[config.mk]
export PLATFORM = sky130hd
export DESIGN_NAME = dram_strobe_decoder
export DESIGN_NICKNAME = d
export VERILOG_FILES = /design/src/rtl/dsd_pkg.sv /design/src/rtl/dsd_pin_sampler.sv /design/src/rtl/dsd_refresh_ctr.sv /design/src/rtl/dsd_cycle_fsm.sv /design/src/rtl/dram_strobe_decoder.sv
export SDC_FILE = /design/constraint.sdc
export NUM_CORES = 1
export LEC_CHECK = 0
export BUFFER_PORTS_ARGS = -buffer_cell sky130_fd_sc_hd__buf_2
export CELL_PAD_IN_SITES_DETAIL_PLACEMENT = 0
export CELL_PAD_IN_SITES_GLOBAL_PLACEMENT = 1
export CORE_MARGIN = 10
export CORE_UTILIZATION = 41
export DETAILED_ROUTE_END_ITERATION = 10
export PLACE_DENSITY_LB_ADDON = 0.3
export SLEW_MARGIN = 40
export SYNTH_ARGS = -nofsm -noshare
export SYNTH_HDL_FRONTEND = slang
export SYNTH_SLANG_ARGS = --single-unit
[constraint.sdc]
create_clock -name clk -period 2.43 [get_ports clk]
set_input_delay 0.1215 -clock clk [delete_from_list [all_inputs] [get_ports clk]]
set_output_delay 0.1215 -clock clk [all_outputs]
set_load 0.02 [all_outputs]
[src/rtl/dsd_pkg.sv]
package dsd_pkg;
  localparam int LANES = 2;

  typedef enum logic [2:0] {
    CYC_NONE    = 3'd0,
    CYC_CBR     = 3'd1,
    CYC_RASONLY = 3'd2,
    CYC_EWR     = 3'd3,
    CYC_LWR     = 3'd4,
    CYC_READ    = 3'd5
  } cyc_e;

  typedef enum logic [1:0] {
    ST_IDLE = 2'd0,
    ST_ROW  = 2'd1,
    ST_ACC  = 2'd2,
    ST_CBR  = 2'd3
  } st_e;

  typedef struct packed {
    logic ras_act;
    logic ras_fall;
    logic ras_rise;
    logic cas_act;
    logic cas_fall;
    logic we_low;
    logic we_fall;
    logic oe_low;
    logic oe_fall;
  } evt_t;
endpackage

[src/rtl/dsd_pin_sampler.sv]
module dsd_pin_sampler
  import dsd_pkg::*;
#(
  parameter int ADDR_W = 9,
  parameter int NLANE  = 2
) (
  input  logic              clk,
  input  logic              rst,
  input  logic              ras_n,
  input  logic [NLANE-1:0]  cas_n,
  input  logic              we_n,
  input  logic              oe_n,
  input  logic [ADDR_W-1:0] addr,
  output evt_t              evt,
  output logic [NLANE-1:0]  lane_act,
  output logic [NLANE-1:0]  lane_fall,
  output logic [ADDR_W-1:0] addr_s
);
  // active-high internal copies: current sample and the one before
  logic s_ras, p_ras, s_we, p_we, s_oe, p_oe;
  logic [NLANE-1:0] s_cas, p_cas;

  always_ff @(posedge clk) begin
    if (rst) begin
      s_ras  <= 1'b0;
      p_ras  <= 1'b0;
      s_we   <= 1'b0;
      p_we   <= 1'b0;
      s_oe   <= 1'b0;
      p_oe   <= 1'b0;
      s_cas  <= '0;
      p_cas  <= '0;
      addr_s <= '0;
    end else begin
      s_ras  <= ~ras_n;
      p_ras  <= s_ras;
      s_we   <= ~we_n;
      p_we   <= s_we;
      s_oe   <= ~oe_n;
      p_oe   <= s_oe;
      s_cas  <= ~cas_n;
      p_cas  <= s_cas;
      addr_s <= addr;
    end
  end

  generate
    for (genvar g = 0; g < NLANE; g++) begin : g_lane
      assign lane_fall[g] = s_cas[g] & ~p_cas[g];
    end
  endgenerate

  assign lane_act = s_cas;

  always_comb begin
    evt.ras_act  = s_ras;
    evt.ras_fall = s_ras & ~p_ras;
    evt.ras_rise = ~s_ras & p_ras;
    evt.cas_act  = |s_cas;                  // first fall in, last rise out
    evt.cas_fall = (|s_cas) & ~(|p_cas);
    evt.we_low   = s_we;
    evt.we_fall  = s_we & ~p_we;
    evt.oe_low   = s_oe;
    evt.oe_fall  = s_oe & ~p_oe;
  end


  casfall_has_lane_chk: assert property (@(posedge clk) disable iff (rst)
    evt.cas_fall |-> (lane_fall != '0));
endmodule

[src/rtl/dsd_refresh_ctr.sv]
module dsd_refresh_ctr #(
  parameter int REF_W = 9
) (
  input  logic             clk,
  input  logic             rst,
  input  logic             inc,
  output logic [REF_W-1:0] cnt
);
  always_ff @(posedge clk) begin
    if (rst)      cnt <= '0;
    else if (inc) cnt <= cnt + 1'b1;
  end


  cnt_step_chk: assert property (@(posedge clk) disable iff (rst)
    inc |=> (cnt == REF_W'($past(cnt) + 1'b1)));

  cnt_hold_chk: assert property (@(posedge clk) disable iff (rst)
    !inc |=> $stable(cnt));
endmodule

[src/rtl/dsd_cycle_fsm.sv]
module dsd_cycle_fsm
  import dsd_pkg::*;
#(
  parameter int ADDR_W = 9,
  parameter int NLANE  = 2
) (
  input  logic              clk,
  input  logic              rst,
  input  evt_t              evt,
  input  logic [NLANE-1:0]  lane_act,
  input  logic [NLANE-1:0]  lane_fall,
  input  logic [ADDR_W-1:0] addr_s,
  input  logic [ADDR_W-1:0] ref_cnt,
  output cyc_e              cyc_q,
  output logic [ADDR_W-1:0] row_q,
  output logic [ADDR_W-1:0] col_q,
  output logic [NLANE-1:0]  drv_q,
  output logic [NLANE-1:0]  wr_q,
  output logic              ref_stb_q,
  output logic [ADDR_W-1:0] ref_row_q,
  output logic              ref_inc
);
  st_e               st_q, st_n;
  cyc_e              cyc_n;
  logic [ADDR_W-1:0] row_n, col_n, refrow_n;
  logic              ewr_q, ewr_n, ref_n, rd_ok;
  logic [NLANE-1:0]  wr_n, drv_n;

  always_comb begin
    st_n     = st_q;
    cyc_n    = cyc_q;
    row_n    = row_q;
    col_n    = col_q;
    ewr_n    = ewr_q;
    wr_n     = '0;
    ref_n    = 1'b0;
    refrow_n = ref_row_q;
    ref_inc  = 1'b0;
    case (st_q)
      ST_IDLE: begin
        if (evt.ras_fall) begin
          ewr_n = 1'b0;
          if (evt.cas_act) begin
            st_n  = ST_CBR;
            cyc_n = CYC_CBR;
            row_n = ref_cnt;
          end else begin
            st_n  = ST_ROW;
            cyc_n = CYC_NONE;
            row_n = addr_s;
          end
        end
      end
      ST_CBR: begin
        if (evt.ras_rise) begin
          st_n     = ST_IDLE;
          ref_n    = 1'b1;
          refrow_n = ref_cnt;
          ref_inc  = 1'b1;
        end
      end
      default: begin
        if (evt.ras_rise) begin
          st_n     = ST_IDLE;
          ref_n    = 1'b1;
          refrow_n = row_q;
          if (st_q == ST_ROW) cyc_n = CYC_RASONLY;
        end else if (evt.cas_fall) begin
          st_n  = ST_ACC;
          col_n = addr_s;
          ewr_n = evt.we_low;
          if (evt.we_low)      cyc_n = CYC_EWR;
          else if (evt.oe_low) cyc_n = CYC_READ;
          else                 cyc_n = CYC_NONE;
        end else if (st_q == ST_ACC && evt.cas_act && !ewr_q) begin
          if (evt.we_fall && !evt.oe_low) begin
            cyc_n = CYC_LWR;
            wr_n  = lane_act;
          end else if (evt.oe_fall && !evt.we_low) begin
            cyc_n = CYC_READ;
          end
        end
      end
    endcase
    // early write: each lane strobes on its own fall while WE is low
    if (st_n == ST_ACC && evt.ras_act && evt.we_low) wr_n = wr_n | lane_fall;
    rd_ok = (st_n == ST_ACC) & evt.ras_act & evt.oe_low & ~evt.we_low & ~ewr_n;
    drv_n = rd_ok ? (lane_act | (drv_q & ~{NLANE{evt.cas_fall}})) : '0;
  end

  always_ff @(posedge clk) begin
    if (rst) begin
      st_q      <= ST_IDLE;
      cyc_q     <= CYC_NONE;
      row_q     <= '0;
      col_q     <= '0;
      ewr_q     <= 1'b0;
      wr_q      <= '0;
      drv_q     <= '0;
      ref_stb_q <= 1'b0;
      ref_row_q <= '0;
    end else begin
      st_q      <= st_n;
      cyc_q     <= cyc_n;
      row_q     <= row_n;
      col_q     <= col_n;
      ewr_q     <= ewr_n;
      wr_q      <= wr_n;
      drv_q     <= drv_n;
      ref_stb_q <= ref_n;
      ref_row_q <= refrow_n;
    end
  end


  drv_needs_ras_chk: assert property (@(posedge clk) disable iff (rst)
    (drv_q != '0) |-> $past(evt.ras_act));

  no_drive_on_write_chk: assert property (@(posedge clk) disable iff (rst)
    (wr_q != '0) |-> (drv_q == '0));

  cbr_quiet_chk: assert property (@(posedge clk) disable iff (rst)
    (st_q == ST_CBR) |-> (drv_q == '0 && wr_q == '0));

  ref_after_rise_chk: assert property (@(posedge clk) disable iff (rst)
    ref_stb_q |-> $past(evt.ras_rise));
endmodule

[src/rtl/dram_strobe_decoder.sv]
module dram_strobe_decoder
  import dsd_pkg::*;
#(
  parameter int ADDR_W = 9
) (
  input  logic              clk,
  input  logic              rst,
  input  logic              ras_n,
  input  logic              lcas_n,
  input  logic              ucas_n,
  input  logic              we_n,
  input  logic              oe_n,
  input  logic [ADDR_W-1:0] addr,
  output logic [2:0]        cyc_type,
  output logic [ADDR_W-1:0] row_addr,
  output logic [ADDR_W-1:0] col_addr,
  output logic [LANES-1:0]  rd_lane_en,
  output logic [LANES-1:0]  wr_lane_stb,
  output logic              ref_stb,
  output logic [ADDR_W-1:0] ref_row
);
  evt_t              evt;
  logic [LANES-1:0]  lane_act, lane_fall;
  logic [ADDR_W-1:0] addr_s, ref_cnt;
  logic              ref_inc;
  cyc_e              cyc_w;

  dsd_pin_sampler #(.ADDR_W(ADDR_W), .NLANE(LANES)) u_sampler (
    .clk(clk), .rst(rst), .ras_n(ras_n), .cas_n({ucas_n, lcas_n}),
    .we_n(we_n), .oe_n(oe_n), .addr(addr), .evt(evt),
    .lane_act(lane_act), .lane_fall(lane_fall), .addr_s(addr_s)
  );

  dsd_refresh_ctr #(.REF_W(ADDR_W)) u_refctr (
    .clk(clk), .rst(rst), .inc(ref_inc), .cnt(ref_cnt)
  );

  dsd_cycle_fsm #(.ADDR_W(ADDR_W), .NLANE(LANES)) u_fsm (
    .clk(clk), .rst(rst), .evt(evt), .lane_act(lane_act),
    .lane_fall(lane_fall), .addr_s(addr_s), .ref_cnt(ref_cnt),
    .cyc_q(cyc_w), .row_q(row_addr), .col_q(col_addr), .drv_q(rd_lane_en),
    .wr_q(wr_lane_stb), .ref_stb_q(ref_stb), .ref_row_q(ref_row),
    .ref_inc(ref_inc)
  );

  assign cyc_type = cyc_w;
endmodule

==> key figures, run 1 <==
Status
  – Status: finished, final reports clean

Worst setup path
  – FF-to-FF Start: u_fsm.st_q[0]
  – Worst R2R End: u_fsm.drv_q[0]
  – Req. time, crit path: 2.67 ns
  – Reg2Reg Setup Slack: 0.30 ns
  – Cells on worst reg2reg path: 6
  – Setup CP Type: reg2reg
  – Startpoint Class: register
  – Crit Path Max Fanout: 8
  – Setup crit end kind: register
  – Critical Path AT: 2.37 ns

Run
  – Max Cap Viol: 0

GRT
  – Remaining Overflow, GRT: 0
  – Initial antenna violation count: 0
  – Vias in the first global route: 2136
  – Largest net degree at the start of global routing: 41
  – First-pass GRT wire length: 10600 um
  – Total global routing track utilization: 0.129

Layout
  – FF/Latch Area: 1320 um^2
  – Post-Layout Inst Area: 3370 um^2
  – Area Overhead vs Synth: 23.9%
  – Antenna Cells: 0
  – Filler cells: 602
  – Multi-input logic area: 1280 um^2
  – Ratio of cells with drive above 1 in the final layout: 0.227
  – Final #Nets: 373
  – Most frequent cells in the layout: dfxtp_1, buf_2, nor2_1, nand2_1, mux2i_1
  – Most common cell after layout, fill and taps aside: dfxtp_1
  – Final core occ: 0.528
  – Fin cells: 434

Yosys
  – Cells after Synth: 292
  – Compound-Gate Fraction of Synth Area: 0.134
  – Mapped Area: 2720 um^2
  – Yosys reg bits: 66
  – Ys flop type: dfxtp_1
  – Post-synth EDFFs: 0
  – Synth Area in Adders: 0.0230
  – Syn Area/Cell: 9.32 um^2
  – XOR/XNOR Fraction of Synth Area: 0.0225
  – Number of library cell types mapped by synthesis: 50
  – Post-Synth Simple-Gate Area: 0.216
  – FFs w/ async S/R, synth: 0
  – Mux cell area share after synthesis: 0.0741
  – Yosys warns: 0
  – Synth top area share: 0.486
  – Sequential fraction of the synthesis area: 0.486
  – Syn Nets: 313
  – Yosys top cell by area: dfxtp_1
  – Top cells by area, synth: dfxtp_1, mux2i_1, nor2_1, nor2b_1, nand2_1
  – Largest family of logic cells by synthesized area: simple AND/OR/NAND/NOR gates

STA
  – Final setup fails: 0
  – Fin. max-slew vios: 0
  – Clk_skew: 0.00787 ns
  – Tmin final: 2.13 ns
  – Period utilization: 0.877
  – Setup TNS Final: 0 ns
  – Achievable frequency: 469 MHz
  – Final Hold Vio Count: 0
  – Worst rel slew slack: 0.511
  – RSZ-0062 raised after global routing: no
  – Slew @ Worst Pin: 0.734 ns

Place
  – Placed cell area: 3020 um^2
  – Placer Congestion: 0.818
  – PortBufs: 50
  – Inst Count DP: 406
  – HPWL after DPL: 4640 um

CTS
  – CTS Buffer Depth: 2
  – CTS tree: built
  – Clock Root Buffer: clkbuf_8
  – Total CTS buffers: 9
  – PostCTS Resize Cnt: 0
  – H-Tree Depth: 3
  – Clock Latency Late Sink: 0.34 ns
  – Clock sink count: 66
  – Worst-path clk slew: 0.08 ns

Min path
  – WHS Path Cells: 2
  – HP Start: addr[6]
  – Hold EP: u_sampler.addr_s[6]
  – Hold/Removal Path Class: in2reg

Floorplanning
  – Core Box Area: 6390 um^2
  – Die width: 101 um
  – Die ar.: 10300 um^2
  – Row cnt: 29
  – Io pins: 51
  – Die span in y: 101 um
  – Initial core utilization: 0.426

Detailed routing
  – Post-route ant nets: 0
  – Vias: 2233
  – DR vias/cell: 5.15
  – Iter 0 DRT Violations: 108
  – Drt first pass iters: 4
  – Detailed Route WL: 6390 um
  – Wire per inst: 14.7 um
  – DRC Markers: 0

Power
  – Pwr Total: 2.57 mW
  – Pwr/cell area: 764 nW/um^2
  – Leak pwr: 1.41 nW
  – Peak supply drop: 0.486 mV
[cell families (layout without fill, tap and decap cells)]
group                      count (synthesis)  count (layout)
and+or+nand+nor                          120             120
DFF                                       66              66
AOI/OAI and AO/OA                         47              47
buffers and inverters                     27              92
muxes                                     20              20
xor gates and xnor gates                   7               7
adders and majority gates                  5               5
[cell type report]
| type | count | share of cell area |
|---|---|---|
| Clock buffer | 10 | 0.0408 |
| Clock inverter | 6 | 0.0267 |
| Inverter | 8 | 0.00891 |
| Multi-Input combinational cell | 199 | 0.380 |
| Sequential cell | 66 | 0.392 |
| Tap cell | 77 | 0.0286 |
| Timing Repair Buffer | 68 | 0.123 |
[sequential cells by signal (all words and copies together), names as in the netlist]
signal	cells
u_sampler.p_ras	1
u_refctr.cnt	9
u_fsm.wr_q	2
u_fsm.row_q	9
u_sampler.s_ras	1
u_sampler.lane_act	2
u_sampler.p_oe	1
u_fsm.ref_stb_q	1
u_sampler.s_oe	1
u_sampler.addr_s	9
u_sampler.p_we	1
u_fsm.ewr_q	1
u_sampler.p_cas	2
u_fsm.st_q	2
u_fsm.cyc_q	3
u_sampler.s_we	1
u_fsm.col_q	9
u_fsm.ref_row_q	9
u_fsm.drv_q	2
[metal layers]
metal	up-vias	part of all wire	wire, um	global-route usage
met4	0	0.012	76	0.0493
li1	1148	-	-	-
met2	65	0.42	2680	0.183
met3	10	0.081	520	0.0565
met5	-	0	0	0
met1	1010	0.49	3110	0.167
[Yosys cell counts, types with 2 or more instances]
| library cell | instances |
|---|---|
| dfxtp_1 | 66 |
| nor2_1 | 47 |
| nand2_1 | 22 |
| mux2i_1 | 19 |
| nor2b_1 | 16 |
| a211oi_1 | 10 |
| clkbuf_1 | 10 |
| a311oi_1 | 9 |
| inv_1 | 8 |
| a21oi_1 | 7 |
| nand3_1 | 7 |
| buf_2 | 6 |
| ha_1 | 5 |
| nor3_1 | 4 |
| xor2_1 | 4 |
| nand2b_1 | 3 |
| nand3b_1 | 3 |
| nor3b_1 | 3 |
| nor4_1 | 3 |
| o211ai_1 | 3 |
| o21ai_0 | 3 |
| xnor2_1 | 3 |
| nand4_1 | 2 |
| nor2_2 | 2 |
| o31ai_1 | 2 |
[critical path: stages (launching register included)]
cell and delay (ns):
dfxtp_1 0.44, inv_1 0.09, ha_1 0.41, inv_1 0.13
o41ai_2 0.35, a32oi_1 0.26, nor4_1 0.35
[per-stage QoR]
stage	hold slack, ns	setup slack [ns]
after global placement	0.272	0.428
after floorplan	0.188	0.624
after detailed placement	0.274	0.339
after CTS	0.0125	0.304
after global routing	0.0217	0.0830
final	0.0110	0.299
[timing repair]
| action | 4_1_cts | 5_1_grt |
|---|---|---|
| buffers inserted | 0 | 0 |
| hold endpoints to repair | 12 | 0 |
| hold buffers | 12 | 0 |
[worst max-delay path by stage]
stage             startpoint              to  slack (ns)  depth (start not counted)
3_3_place_gp   u_fsm.st_q[0]  u_fsm.cyc_q[1]        0.43                          6
6_report       u_fsm.st_q[0]  u_fsm.drv_q[0]        0.30                          6
3_5_place_dp   u_fsm.st_q[0]  u_fsm.drv_q[0]        0.34                          6
4_1_cts        u_fsm.st_q[0]  u_fsm.drv_q[0]        0.30                          6
5_1_grt        u_fsm.st_q[0]  u_fsm.drv_q[1]        0.08                          6
2_1_floorplan  u_fsm.st_q[0]  u_fsm.drv_q[0]        0.62                          6
[report_power, final]
group          total (mW)  internal [mW]  switching (mW)
clock                1.03          0.607           0.423
sequential           1.17           1.13          0.0360
combinational       0.377          0.153           0.224
Note: power is estimated with default switching activity, not from simulation.
==> run 2: changes to the inputs <==
--- a/config.mk
+++ b/config.mk
@@ -5,12 +5,12 @@
 export SDC_FILE = /design/constraint.sdc
 export NUM_CORES = 1
 export LEC_CHECK = 0
-export BUFFER_PORTS_ARGS = -buffer_cell sky130_fd_sc_hd__buf_2
 export CELL_PAD_IN_SITES_DETAIL_PLACEMENT = 0
 export CELL_PAD_IN_SITES_GLOBAL_PLACEMENT = 1
 export CORE_MARGIN = 10
-export CORE_UTILIZATION = 41
+export CORE_UTILIZATION = 47
 export DETAILED_ROUTE_END_ITERATION = 10
+export DONT_BUFFER_PORTS = 1
 export PLACE_DENSITY_LB_ADDON = 0.3
 export SLEW_MARGIN = 40
 export SYNTH_ARGS = -nofsm -noshare
==> run 2 against run 1 <==
Sequential share of layout area grew 2.8 points. Sequential power grew 3%. Clock skew is essentially flat. Clock-buffer cell count grew 1. Hold slack gained 0.024 ns. Power shrank 6.5%. Critical endpoint is now u_fsm.drv_q[1]. Largest cell class unchanged. Largest power group unchanged.
==> key figures, run 2 (same netlist as run 1, synthesis figures left out) <==
Status
  – Status: finished, final reports clean

CTS
  – H-Tree Depth: 3
  – Total CTS buffers: 9
  – Clock sink count: 66
  – Post-CTS setup buffers: 0
  – Clock Root Buffer: clkbuf_8
  – CTS Buffer Depth: 2
  – Clock Latency Late Sink: 0.33 ns
  – CTS tree: built
  – Worst-path clk slew: 0.07 ns

Floorplanning
  – Core Box Area: 5570 um^2
  – Die ar.: 9230 um^2
  – Row cnt: 27
  – Die width: 96.1 um
  – Initial core utilization: 0.488
  – Io pins: 51
  – Die span in y: 96.1 um

Layout
  – Antenna Cells: 0
  – Area Overhead vs Synth: 15.6%
  – Fin cells: 385
  – Filler cells: 528
  – Final core occ: 0.564
  – Ratio of cells with drive above 1 in the final layout: 0.0895
  – Final #Nets: 329
  – Most common cell after layout, fill and taps aside: dfxtp_1
  – Most frequent cells in the layout: dfxtp_1, nor2_1, nand2_1, mux2i_1, dlygate4sd3_1
  – Post-Layout Inst Area: 3150 um^2
  – Multi-input logic area: 1280 um^2
  – FF/Latch Area: 1320 um^2

GRT
  – Remaining Overflow, GRT: 0
  – First-pass GRT wire length: 10400 um
  – Vias in the first global route: 1967
  – Initial antenna violation count: 0
  – Largest net degree at the start of global routing: 56
  – Total global routing track utilization: 0.143

Min path
  – Hold/Removal Path Class: in2reg
  – HP Start: rst

STA
  – Fin. max-slew vios: 0
  – RSZ-0062 raised after global routing: no
  – Achievable frequency: 466 MHz
  – Setup ws final: 0.286 ns
  – Clk_skew: 0.00751 ns
  – Period utilization: 0.882
  – Final Hold Vio Count: 0
  – Final hold slack: 0.0346 ns
  – Final setup fails: 0
  – Worst rel slew slack: 0.584
  – Tmin final: 2.14 ns
  – Slew @ Worst Pin: 0.624 ns
  – Setup TNS Final: 0 ns

Detailed routing
  – Detailed Route WL: 6330 um
  – Iter 0 DRT Violations: 163
  – Drt first pass iters: 4
  – Post-route ant nets: 0
  – DRC Markers: 0
  – Wire per inst: 16.4 um
  – Vias: 2089
  – DR vias/cell: 5.43

Power
  – Pwr Total: 2.41 mW
  – Peak supply drop: 0.511 mV
  – Pwr/cell area: 765 nW/um^2
  – Leak pwr: 1.19 nW

Worst setup path
  – Setup crit end kind: register
  – Largest delay share family, worst path: compound AO/OA/AOI/OAI gates
  – Crit path buffers/inverters: 2
  – Req. time, crit path: 2.66 ns
  – FF-to-FF Start: u_fsm.st_q[0]
  – Crit path max-delay cell type: dfxtp_1
  – Slowest stage delay, CP: 0.44 ns
  – Crit Path Max Fanout: 8
  – Crit path cell chain: inv_1 > ha_1 > inv_1 > o41ai_2 > a32oi_1 > nor4_1
  – Startpoint Class: register
  – Most frequent CP cell: inv_1
  – Critical Path AT: 2.37 ns
  – Setup CP Type: reg2reg
  – Crit path from: u_fsm.st_q[0]

Place
  – Inst Count DP: 349
  – PortBufs: 0
  – Pre-CTS setup slack: 0.345 ns
  – HPWL after DPL: 4290 um
  – Placer Congestion: 0.859
  – Placed cell area: 2750 um^2

Run
  – Max Cap Viol: 0
-- run 2: changes by cell type in the layout (fill, tap and decap cells not counted) --
| cell | previous run | this run |
|---|---|---|
| clkbuf_1 | 0 | 2 |
| clkinv_4 | 2 | 0 |
| buf_12 | 0 | 1 |
| buf_4 | 6 | 4 |
| bufinv_16 | 2 | 1 |
| buf_2 | 50 | 0 |
| clkinv_2 | 1 | 3 |
| clkinvlp_4 | 1 | 0 |
| inv_6 | 0 | 1 |
| dlygate4sd3_1 | 12 | 19 |
| clkbuf_8 | 10 | 9 |
-- run 2: path summary, 6_finish.rpt --
kind | slack (ns) | cells after the start | to
setup / recovery | 0.29 | 6 | u_fsm.drv_q[1]
hold / removal | 0.03 | 3 | u_fsm.cyc_q[2]
setup reg to reg | 0.29 | 6 | u_fsm.drv_q[1]
hold reg to reg | 0.49 | 2 | u_fsm.row_q[6]
-- run 2: worst min-delay path, stage by stage --
cell and delay, ns:
inv_1 0.06, nand2_1 0.07, mux2i_1 0.06
-- run 2: metal layers --
metal,vias up,global-route usage,share of wire
met5,-,0,0
met4,0,0.0663,0.012
met3,7,0.0514,0.086
met2,64,0.180,0.39
met1,959,0.209,0.51
li1,1059,-,-
-- run 2: final cells by class --
cell class	count	area share
clock inverter	5	0.0171
sequential	66	0.420
clock buffer	11	0.0418
timing repair buffer	24	0.0764
tap	72	0.0286
inverter	8	0.00955
multi-input combinational	199	0.407
-- run 2: timing repair --
action / 4_1_cts / 5_1_grt
hold buffers: 20 / 0
resized for setup: 0 / 0
hold endpoints to repair: 60 / 0
-- run 2: where the power goes --
part,switching [mW],total [mW],leakage [nW],internal [mW]
Clock,0.415,0.888,0.0975,0.473
Sequential,0.0800,1.21,0.538,1.13
Combinational,0.174,0.308,0.550,0.134
